File: src/rtl/adc_seq_pkg.sv
package adc_seq_pkg;

    typedef enum logic [1:0] {
        ST_CONV  = 2'd0,
        ST_SLEEP = 2'd1,
        ST_OUT   = 2'd2
    } seq_state_e;

    // Word layout: ready flag, dummy, sign, sign-extended result.
    function automatic logic [23:0] build_word(input logic [19:0] res,
                                               input logic        over,
                                               input logic        under);
        logic [21:0] field;
        if (over)
            field = {2'b11, 20'h00000};
        else if (under)
            field = {2'b00, 20'hFFFFF};
        else
            field = {~res[19], res[19], res};
        return {1'b0, 1'b0, field};
    endfunction

endpackage

File: src/rtl/adc_seq_edge_det.sv
module adc_seq_edge_det #(
    parameter int SYNC_STAGES = 2
) (
    input  logic clk,
    input  logic rst_n,
    input  logic sclk_i,
    output logic rise_o,
    output logic fall_o
);
    localparam int CHAIN_W = SYNC_STAGES + 1;

    logic [CHAIN_W-1:0] chain_d, chain_q;

    always_comb begin
        chain_d = {chain_q[CHAIN_W-2:0], sclk_i};
    end

    always_ff @(posedge clk or negedge rst_n) begin
        if (!rst_n) chain_q <= '0;
        else        chain_q <= chain_d;
    end

    assign rise_o = chain_q[CHAIN_W-2] & ~chain_q[CHAIN_W-1];
    assign fall_o = ~chain_q[CHAIN_W-2] & chain_q[CHAIN_W-1];
endmodule

File: src/rtl/adc_seq_conv_timer.sv
module adc_seq_conv_timer #(
    parameter int CYC_A = 133,
    parameter int CYC_B = 160
) (
    input  logic clk,
    input  logic rst_n,
    input  logic run_i,
    input  logic sel_i,
    output logic done_o
);
    localparam int MAX_CYC = (CYC_A > CYC_B) ? CYC_A : CYC_B;
    localparam int CNT_W   = $clog2(MAX_CYC + 1);
    localparam logic [CNT_W-1:0] LAST_A = CNT_W'(CYC_A - 1);
    localparam logic [CNT_W-1:0] LAST_B = CNT_W'(CYC_B - 1);

    logic [CNT_W-1:0] cnt_d, cnt_q;
    logic [CNT_W-1:0] last;

    always_comb begin
        last   = sel_i ? LAST_B : LAST_A;
        done_o = run_i && (cnt_q == last);
        if (!run_i || done_o) cnt_d = '0;
        else                  cnt_d = cnt_q + 1'b1;
    end

    always_ff @(posedge clk or negedge rst_n) begin
        if (!rst_n) cnt_q <= '0;
        else        cnt_q <= cnt_d;
    end
endmodule

File: src/rtl/adc_seq_shifter.sv
module adc_seq_shifter #(
    parameter int WORD_W = 24
) (
    input  logic              clk,
    input  logic              rst_n,
    input  logic              load_i,
    input  logic [WORD_W-1:0] word_i,
    input  logic              shift_i,
    output logic              bit_o
);
    logic [WORD_W-1:0] sh_d, sh_q;

    always_comb begin
        sh_d = sh_q;
        if (load_i)       sh_d = word_i;
        else if (shift_i) sh_d = {sh_q[WORD_W-2:0], 1'b0};
    end

    always_ff @(posedge clk or negedge rst_n) begin
        if (!rst_n) sh_q <= '0;
        else        sh_q <= sh_d;
    end

    assign bit_o = sh_q[WORD_W-1];
endmodule

File: src/rtl/adc_seq_top.sv
module adc_seq_top
    import adc_seq_pkg::*;
#(
    parameter int RES_W       = 20,
    parameter int CYC_A       = 133,
    parameter int CYC_B       = 160,
    parameter int SYNC_STAGES = 2
) (
    input  logic             clk,
    input  logic             rst_n,
    input  logic             rate_sel_i,
    input  logic [RES_W-1:0] res_i,
    input  logic             over_i,
    input  logic             under_i,
    input  logic             cs_n_i,
    input  logic             sclk_i,
    output logic             sdo_o,
    output logic             sdo_oe_o
);
    localparam int WORD_W = RES_W + 4;
    localparam int BCNT_W = $clog2(WORD_W + 1);
    localparam logic [BCNT_W-1:0] LAST_BIT = BCNT_W'(WORD_W - 1);

    typedef struct packed {
        seq_state_e        state;
        logic [BCNT_W-1:0] bcnt;
    } seq_regs_t;

    seq_regs_t r_d, r_q;

    logic sclk_rise, sclk_fall;
    logic conv_done;
    logic sh_load, sh_shift, sh_bit;
    logic [WORD_W-1:0] word;

    adc_seq_edge_det #(.SYNC_STAGES(SYNC_STAGES)) u_edge (
        .clk    (clk),
        .rst_n  (rst_n),
        .sclk_i (sclk_i),
        .rise_o (sclk_rise),
        .fall_o (sclk_fall)
    );

    adc_seq_conv_timer #(.CYC_A(CYC_A), .CYC_B(CYC_B)) u_timer (
        .clk    (clk),
        .rst_n  (rst_n),
        .run_i  (r_q.state == ST_CONV),
        .sel_i  (rate_sel_i),
        .done_o (conv_done)
    );

    assign word     = build_word(res_i, over_i, under_i);
    assign sh_load  = conv_done;
    assign sh_shift = (r_q.state == ST_OUT) && !cs_n_i && sclk_fall
                      && (r_q.bcnt != '0);

    adc_seq_shifter #(.WORD_W(WORD_W)) u_shift (
        .clk     (clk),
        .rst_n   (rst_n),
        .load_i  (sh_load),
        .word_i  (word),
        .shift_i (sh_shift),
        .bit_o   (sh_bit)
    );

    always_comb begin
        r_d = r_q;
        unique case (r_q.state)
            ST_CONV: begin
                r_d.bcnt = '0;
                if (conv_done) r_d.state = ST_SLEEP;
            end
            ST_SLEEP: begin
                r_d.bcnt = '0;
                if (!cs_n_i) r_d.state = ST_OUT;
            end
            ST_OUT: begin
                if (cs_n_i) begin
                    r_d.state = ST_CONV;
                    r_d.bcnt  = '0;
                end else if (sclk_rise) begin
                    if (r_q.bcnt == LAST_BIT) begin
                        r_d.state = ST_CONV;
                        r_d.bcnt  = '0;
                    end else begin
                        r_d.bcnt = r_q.bcnt + 1'b1;
                    end
                end
            end
            default: begin
                r_d.state = ST_CONV;
                r_d.bcnt  = '0;
            end
        endcase
    end

    always_ff @(posedge clk or negedge rst_n) begin
        if (!rst_n) begin
            r_q.state <= ST_CONV;
            r_q.bcnt  <= '0;
        end else begin
            r_q <= r_d;
        end
    end

    always_comb begin
        unique case (r_q.state)
            ST_CONV:  sdo_o = 1'b1;
            ST_SLEEP: sdo_o = 1'b0;
            default:  sdo_o = sh_bit;
        endcase
    end

    assign sdo_oe_o = !cs_n_i;
endmodule

File: config.mk
export PLATFORM = sky130hd
export DESIGN_NAME = adc_seq_top
export DESIGN_NICKNAME = d
export VERILOG_FILES = /design/src/rtl/adc_seq_pkg.sv /design/src/rtl/adc_seq_edge_det.sv /design/src/rtl/adc_seq_conv_timer.sv /design/src/rtl/adc_seq_shifter.sv /design/src/rtl/adc_seq_top.sv
export SDC_FILE = /design/constraint.sdc
export NUM_CORES = 1
export LEC_CHECK = 0
export ABC_AREA = 1
export BUFFER_PORTS_ARGS = -buffer_cell sky130_fd_sc_hd__buf_4
export CAP_MARGIN = 20
export CORE_MARGIN = 8
export CORE_UTILIZATION = 55
export DETAILED_ROUTE_END_ITERATION = 12
export HOLD_SLACK_MARGIN = 0.15
export MAX_ROUTING_LAYER = met4
export PLACE_DENSITY = 0.76
export SLEW_MARGIN = 20
export SYNTH_ARGS = -nofsm -noshare
export SYNTH_HDL_FRONTEND = slang
export SYNTH_HIERARCHICAL = 1
export SYNTH_SLANG_ARGS = --single-unit
File: constraint.sdc
create_clock -name clk -period 1.8 [get_ports clk]
set_input_delay 0.18 -clock clk [delete_from_list [all_inputs] [get_ports clk]]
set_output_delay 0.18 -clock clk [all_outputs]
set_load 0.01 [all_outputs]
* After elaboration in Yosys (flattened, before gate mapping) *
Cells that the tools add are included.

cells by class
  add/sub/neg operators = 2
  equal/unequal tests = 8
  multiplexer cells = 14
  bitwise logic cells = 5
  reductions and logical operators = 11

operator list
  kind                   number
  $mux W24               2
  $mux W22               2
  $pmux W7 S3            1
  $mux W7                2
  $mux W5                2
  $add A8 B1 Y8 const B  1
  $eq A8 B8 Y1           1
  $mux W8                1
  $mux W2                3
  $add A5 B1 Y5 const B  1
  $eq A5 B5 Y1 const B   1
  $reduce_bool A5 Y1     1
  $logic_and A1 B1 Y1    4
  $ne A2 B2 Y1 const B   2
  $reduce_and A4 Y1      1
  $ne A3 B2 Y1 const B   1
  $ne A3 B3 Y1 const B   1
  $not A1 Y1             3
  $and A1 B1 Y1          2
  $eq A2 B1 Y1 const B   1
  $eq A2 B2 Y1 const B   1
  $logic_not A1 Y1       2
  $logic_not A2 Y1       1
  $pmux W1 S2            1
  2 further kinds        2

storage, ports and cells
  bits in registers = 42
  input port bits = 27
  output and inout bits = 2
  logic and storage cells = 45

* Longest topological paths before layout *
Gate-level depths: netlist of run 1.

  word-level depth = 6
  depth in mapped cells = 11
  depth with buffers taken out = 11

* Modules after synthesis *
Netlist of run 1, hierarchy kept.

modules (own cells, without submodules)
  module              times used  cells each  area an instance (um2)  seq. area each (um2)
  adc_seq_shifter     1           130         1,108.6                 600.6
  adc_seq_top         1           111         635.6                   175.2
  adc_seq_conv_timer  1           60          450.4                   200.2
  adc_seq_edge_det    1           7           90.1                    75.1

* Worst setup path before layout of run 1 *
No wires, ideal clock.

  path kind = register to register
  start point = register r_q[0] (netlist name)
  end point = register u_shift.sh_q[2]
  library setup time = 0.124 ns
  arrival = 1.439 ns
  required time = 1.676 ns
  slack = 0.236 ns
  cell stages (with the launch flop) = 10
  buffers on the path = 1
  period minus slack after synthesis = 1.564 ns
  cell sequence = dfrtp_1 -> inv_1 -> ha_1 -> nand2_1 -> o21ai_0 -> nor2_1 -> nor2_4 -> buf_6 -> nand2_1 -> nand3_1

between the ends
  longest elaborated chain between the ends = 3

RTL lines
  item                          line                   source
  from (decl)                   adc_seq_top.sv:29      seq_regs_t r_d, r_q;
  from (signal assigned)        adc_seq_top.sv:102     r_q <= r_d;
  $reduce_bool A5 Y1            adc_seq_top.sv:55      && (r_q.bcnt != '0);
  $logic_and A1 B1 Y1           adc_seq_top.sv:55
  via sh_shift                  adc_seq_top.sv:33      logic sh_load, sh_shift, sh_bit;
  $reduce_bool A2 Y1 (no line)  -
  to (signal assigned)          adc_seq_shifter.sv:20  if (!rst_n) sh_q <= '0;
  to (signal assigned)          adc_seq_shifter.sv:21  else sh_q <= sh_d;
  to (decl)                     adc_seq_shifter.sv:11  logic [WORD_W-1:0] sh_d, sh_q;

The timed path passes the listed nets, and every way through them passes these cells.
A chain may end at the register's enable or synchronous reset.

* Final worst setup path of run 1 *
  start point = register r_q[1] (netlist name)
  end point = register u_shift.sh_q[13]

The elaborated chain is that of the path after synthesis.

==> out/results.ini, run 1 <==
[outcome]
status=finished clean

[routing]
vias=2024
highest_layer=met4
ant_nets=0
met3WireLength_um=188
via_per_inst=5.10
wl_met2_um=2300
wl_per_cell_um=12.1
drtIter0Drc=111
totalWireLength_um=4800
drt-met1-wl_um=2240
firstDrtPassIters=4
drc=0

[power]
irDropWorstVdd_v=0.000437
clock_power_share_pct=32.1
p_seq_share_pct=45.5
swShare_pct=29.1
intPower_uw=1630
finalPower_uw=2290
combPwrFrac_pct=22.3
power_density_nw_per_um2=836
leakage_uw=0.00140
power.switching_uw=666

[yosys]
netlist_area_um2=2280
synth_top_area_share_pct=46.0
ys_warn_count=6
synthTopCellsByArea=dfrtp_1 46%, nand2_1 13%, nand3_1 12%
ys_seq_elements=42
yosysTopAreaCell=dfrtp_1
syn_avg_cell_area_um2=7.42
seq_area_frac_synth_pct=46.0
ys_types=26
synth_cells=308

[global_routing]
gr-total-overflow=0
grt_start_max_net_pins=43
grt_pass1_vias=1885
grt_pass1_wl_um=8120
antenna_found_initial=0
grt_use_total_pct=16.1

[worst_setup_path]
critical_path.cell_chain=inv_1, ha_1, nand2_1, o21ai_1, nor2_4, nor2_4, nand2_1, nand3_1
worst-path-buf-inv=1
crit_slowest_cell=dfrtp_1
cp_max_fo=12
start_kind=register
critPathRequiredTime_ps=2030
crit_family=simple AND/OR/NAND/NOR gates
arrival_ps=1830
slowest_delay_ps=420
crit_type=register to register
cp-end-kind=register

[final_layout]
final_common_cell=nand2_1
drive_gt1_share_pct=17.9
syn2layout_area_growth_pct=19.9
diodes=0
final_nets=376
final_area_um2=2740
layout_common_cells=79 x nand2_1, 58 x nor2_1, 54 x nand3_1
stdcell_count=397

[placement]
dp_hpwl_um=3110
gp_congestion=0.816
dpl.cell_count=380
io_buffers=28
dpl_cell_area_um2=2510

[flow_run]
drv_cap=0

[sta]
slew_violations=0
period_share_pct=88.6
rsz0062_at_grt=false
hold_violations=0
slew-limit-headroom_pct=65.6
skew_ps=4.90
finalSetupViolCount=0
tightest_slew_ps=517
hold_ws_ps=167
max_freq_mhz=627
layout_min_cycle_time_ps=1600
setup_tns_ps=0

[floorplan]
io_pins=29
die_y_um=80.5
die_w_um=80.5
start_util_pct=57.1
die_area_um2=6470
num_rows=23
core-area_um2=4000

[clock_tree]
path_clk_slew_ps=80
clock_latency_ps=300
cts_root_buffer=clkbuf_8
clockBufferDepth=2
numClockSinks=42
cts_made_buffers=5
cts.htree.levels=2
cts_tree=built

[worst_hold_path]
holdCritPathClass=primary input to register

worst paths after layout:
path	from	to	slack, ps	cells past startpoint
max in group asynchronous	rst_n	r_q[0]	1040	2
setup / recovery	r_q[1]	u_shift/sh_q[13]	200	8
setup reg to reg	r_q[1]	u_shift/sh_q[13]	200	8
hold reg to reg	u_edge/chain_q[0]	u_edge/chain_q[1]	360	0
min in group asynchronous	rst_n	u_timer/cnt_q[1]	410	2
hold / removal	cs_n_i	r_q[4]	170	4
what timing repair did:
item                                    in CTS  in global routing
gates resized for setup                      0                 10
hold buffers                                 2                  0
setup buffers                                0                  4
hold endpoints to repair                    43                  0
endpoints found under the setup margin       0                 25
Yosys cell counts (all sizes together):
| cell type | n |
|---|---|
| ha | 3 |
| nor2 | 63 |
| nand2 | 82 |
| o21ai | 5 |
| conb | 1 |
| nand4 | 5 |
| clkbuf | 1 |
| dfrtp | 42 |
| o21bai | 1 |
| inv | 28 |
| xor2 | 1 |
| buf | 12 |
| nor3 | 1 |
| o21a | 1 |
| a21oi | 4 |
| o211ai | 1 |
| nand3 | 55 |
| xnor2 | 2 |
cell families after synthesis:
logic type	synth area share, %
AO/OA/AOI/OAI	2.96
XOR/XNOR	1.15
adder cells (fa/ha/maj)	1.64
buffers and inverters	8.87
flip-flops	46.0
other	0.164
AND/OR/NAND/NOR	39.2
per-layer routing:
metal / up-vias / track usage (%)
met5: - / -
met4: 0 / 6.00
met3: 6 / 4.35
met2: 42 / 24.5
met1: 933 / 19.8
li1: 1043 / -
registers in the layout (all words and copies together), names as in the netlist:
register / count
u_shift/sh_q: 24
u_timer/cnt_q: 8
r_q: 7
u_edge/chain_q: 3
power groups by stage:
stage	combinational, µW	sequential (µW)	clock [µW]
2_1_floorplan	298	1060	0
3_3_place_gp	477	1060	0
3_5_place_dp	483	1060	0
4_1_cts	488	1040	756
5_1_grt	596	1060	800
6_report	512	1040	736
worst register-to-register path: stages, from the launching register on:
cell,delay [ps]
dfrtp_1,420
inv_1,90
ha_1,140
nand2_1,60
o21ai_1,220
nor2_4,120
nor2_4,290
nand2_1,100
nand3_1,80
per-stage QoR:
step / setup WS [ps] / utilization, %
6_report: 205 / 68.5
5_1_grt: 25.8 / 68.5
4_1_cts: 88.5 / 65.9
3_5_place_dp: 97.8 / 62.7
3_3_place_gp: 174 / 62.7
2_1_floorplan: 236 / -
cell type report:
cell class                 instances  area [µm²]
timing repair buffer              42         352
sequential                        42        1050
tap                               50        62.6
clock inverter                     3        40.0
inverter                          28         105
fill                             353        1260
multi-input combinational        227        1060
clock buffer                       5        68.8
No activity file was read; power rests on OpenSTA's default activity.
==> run 2: changes to the inputs <==
--- a/config.mk
+++ b/config.mk
@@ -14,6 +14,8 @@
 export HOLD_SLACK_MARGIN = 0.15
 export MAX_ROUTING_LAYER = met4
 export PLACE_DENSITY = 0.76
+export REMOVE_ABC_BUFFERS = 1
+export SKIP_LAST_GASP = 1
 export SLEW_MARGIN = 20
 export SYNTH_ARGS = -nofsm -noshare
 export SYNTH_HDL_FRONTEND = slang
==> run 2 against run 1 <==
Effect of this change: cell area shrank 3.8%; sequential power about the same; sequential cell count stayed put; critical path depth unchanged; sequential share of layout area is 1.6 points higher; non-clock buffer count shrank 7; highest routed layer unchanged; maximum frequency shrank 2.5%; critical endpoint is now u_shift/sh_q[3].
==> out/results.ini, run 2 (synthesized netlist as in run 1, its figures left out) <==
[sta]
finalSetupViolCount=0
rsz0062_at_grt=false
max_freq_mhz=611
skew_ps=7.61
period_share_pct=90.9
hold_violations=0
slew-limit-headroom_pct=64.7
hold_ws_ps=187
layout_min_cycle_time_ps=1640
slew_violations=0
tightest_slew_ps=529

[final_layout]
diodes=0
nFillCells=358
final_common_cell=nand2_1
register_area_um2=1050
layout_common_cells=79 x nand2_1, 59 x nor2_1, 54 x nand3_1
final_nets=369
utilization_pct=65.9
drive_gt1_share_pct=15.3
largest_registers=u_shift/sh_q: 24 flops, u_timer/cnt_q: 8 flops, r_q: 7 flops
top_register=u_shift/sh_q
multi_input_area_um2=1050
syn2layout_area_growth_pct=15.3
largest_register_ffs=24

[power]
clock_power_share_pct=27.2
irDropWorstVdd_v=0.000355
finalPower_uw=2090
power_density_nw_per_um2=792
p_seq_share_pct=51.0
intPower_uw=1460
combPwrFrac_pct=21.8
leakage_uw=0.00134
power.switching_uw=624
swShare_pct=29.9

[clock_tree]
clock_latency_ps=290
cts_tree=built
cts_root_buffer=clkbuf_8
clockBufferDepth=2
cts_made_buffers=5
path_clk_slew_ps=70
numClockSinks=42
cts.htree.levels=2

[global_routing]
grt_start_max_net_pins=43
grt_pass1_wl_um=8180
grt_use_total_pct=16.2
gr-total-overflow=0
antenna_found_initial=0
grt_pass1_vias=1941

[placement]
gp_congestion=0.816
dp_hpwl_um=3180
io_buffers=28

[worst_setup_path]
cp_max_fo=23
arrival_ps=1860
crit_type=register to register
critPathRequiredTime_ps=2030
start_kind=register
cp-end-kind=register

[floorplan]
num_rows=23
die_w_um=80.5
die_area_um2=6470
io_pins=29
die_y_um=80.5
start_util_pct=57.1
core-area_um2=4000

[routing]
vias=1998
totalWireLength_um=4590
drtIter0Drc=143
ant_nets=0
firstDrtPassIters=4
drc=0
via_per_inst=5.14
wl_per_cell_um=11.8

[worst_hold_path]
holdCritPathClass=primary input to register

[flow_run]
drv_cap=0

[outcome]
status=finished clean

-- run 2: changes by cell type in the layout (fill, tap and decap cells not counted), moves of 2 or more --
cell / previous run / this run
clkinv_2: 2 / 0
buf_4: 36 / 30
nor2_4: 6 / 4
clkbuf_1: 0 / 2
-- run 2: through the flow --
step                setup slack (ps)  instance area, µm²  TNS [ps]  instances
floorplan                       -586                2190    -14650        296
global placement                 113                2490         0        378
detailed placement              77.3                2490         0        378
CTS                             66.8                2590         0        387
global route                    21.3                2640         0        389
finish                           165                2640         0        389
-- run 2: what timing repair did --
| item | in CTS | in global routing |
|---|---|---|
| endpoints found under the hold margin | 43 | 0 |
| gates resized for setup | 0 | 7 |
| setup buffers | 0 | 1 |
| endpoints found under the setup margin | 0 | 25 |
| hold buffers | 2 | 0 |
-- run 2: layer usage --
metal / up-vias / wire, µm / track usage [%] / share of wire [%]
met5: - / 0 / - / 0
met4: 0 / 76 / 7.09 / 1.7
met3: 7 / 185 / 3.46 / 4.0
met2: 41 / 2160 / 26.2 / 47
met1: 921 / 2170 / 18.9 / 47
li1: 1029 / - / - / -
-- run 2: worst paths after layout --
| check | start | end | slack [ps] | cells past startpoint |
|---|---|---|---|---|
| max in group asynchronous | rst_n | u_timer/cnt_q[2] | 1000 | 2 |
| worst max register to register | r_q[1] | u_shift/sh_q[3] | 160 | 8 |
| worst min register to register | u_edge/chain_q[0] | u_edge/chain_q[1] | 360 | 0 |
| worst min-delay path | cs_n_i | r_q[4] | 190 | 4 |
| worst max-delay path | r_q[1] | u_shift/sh_q[3] | 160 | 8 |
| min in group asynchronous | rst_n | u_shift/sh_q[22] | 410 | 2 |
-- run 2: area by class of cell --
type | count | area share [%]
Timing Repair Buffer | 35 | 10.9
Multi-Input combinational cell | 227 | 39.8
Sequential cell | 42 | 39.9
Clock buffer | 7 | 2.90
Tap cell | 50 | 2.37
Inverter | 28 | 4.08
-- run 2: power groups by stage --
stage	Clock, µW	Combinational, µW	Sequential (µW)
after floorplan	0	287	1060
after global placement	0	439	1080
after detailed placement	0	455	1080
after CTS	586	461	1060
after global routing	636	527	1070
final	567	455	1060
-- run 2: worst max-delay path, cell delays in order (launching register included) --
cell,delay (ps)
dfrtp_1,420
inv_1,90
ha_1,180
nand2_1,60
o21ai_0,80
nor2_2,280
buf_6,250
nand3_1,100
nand3_1,100
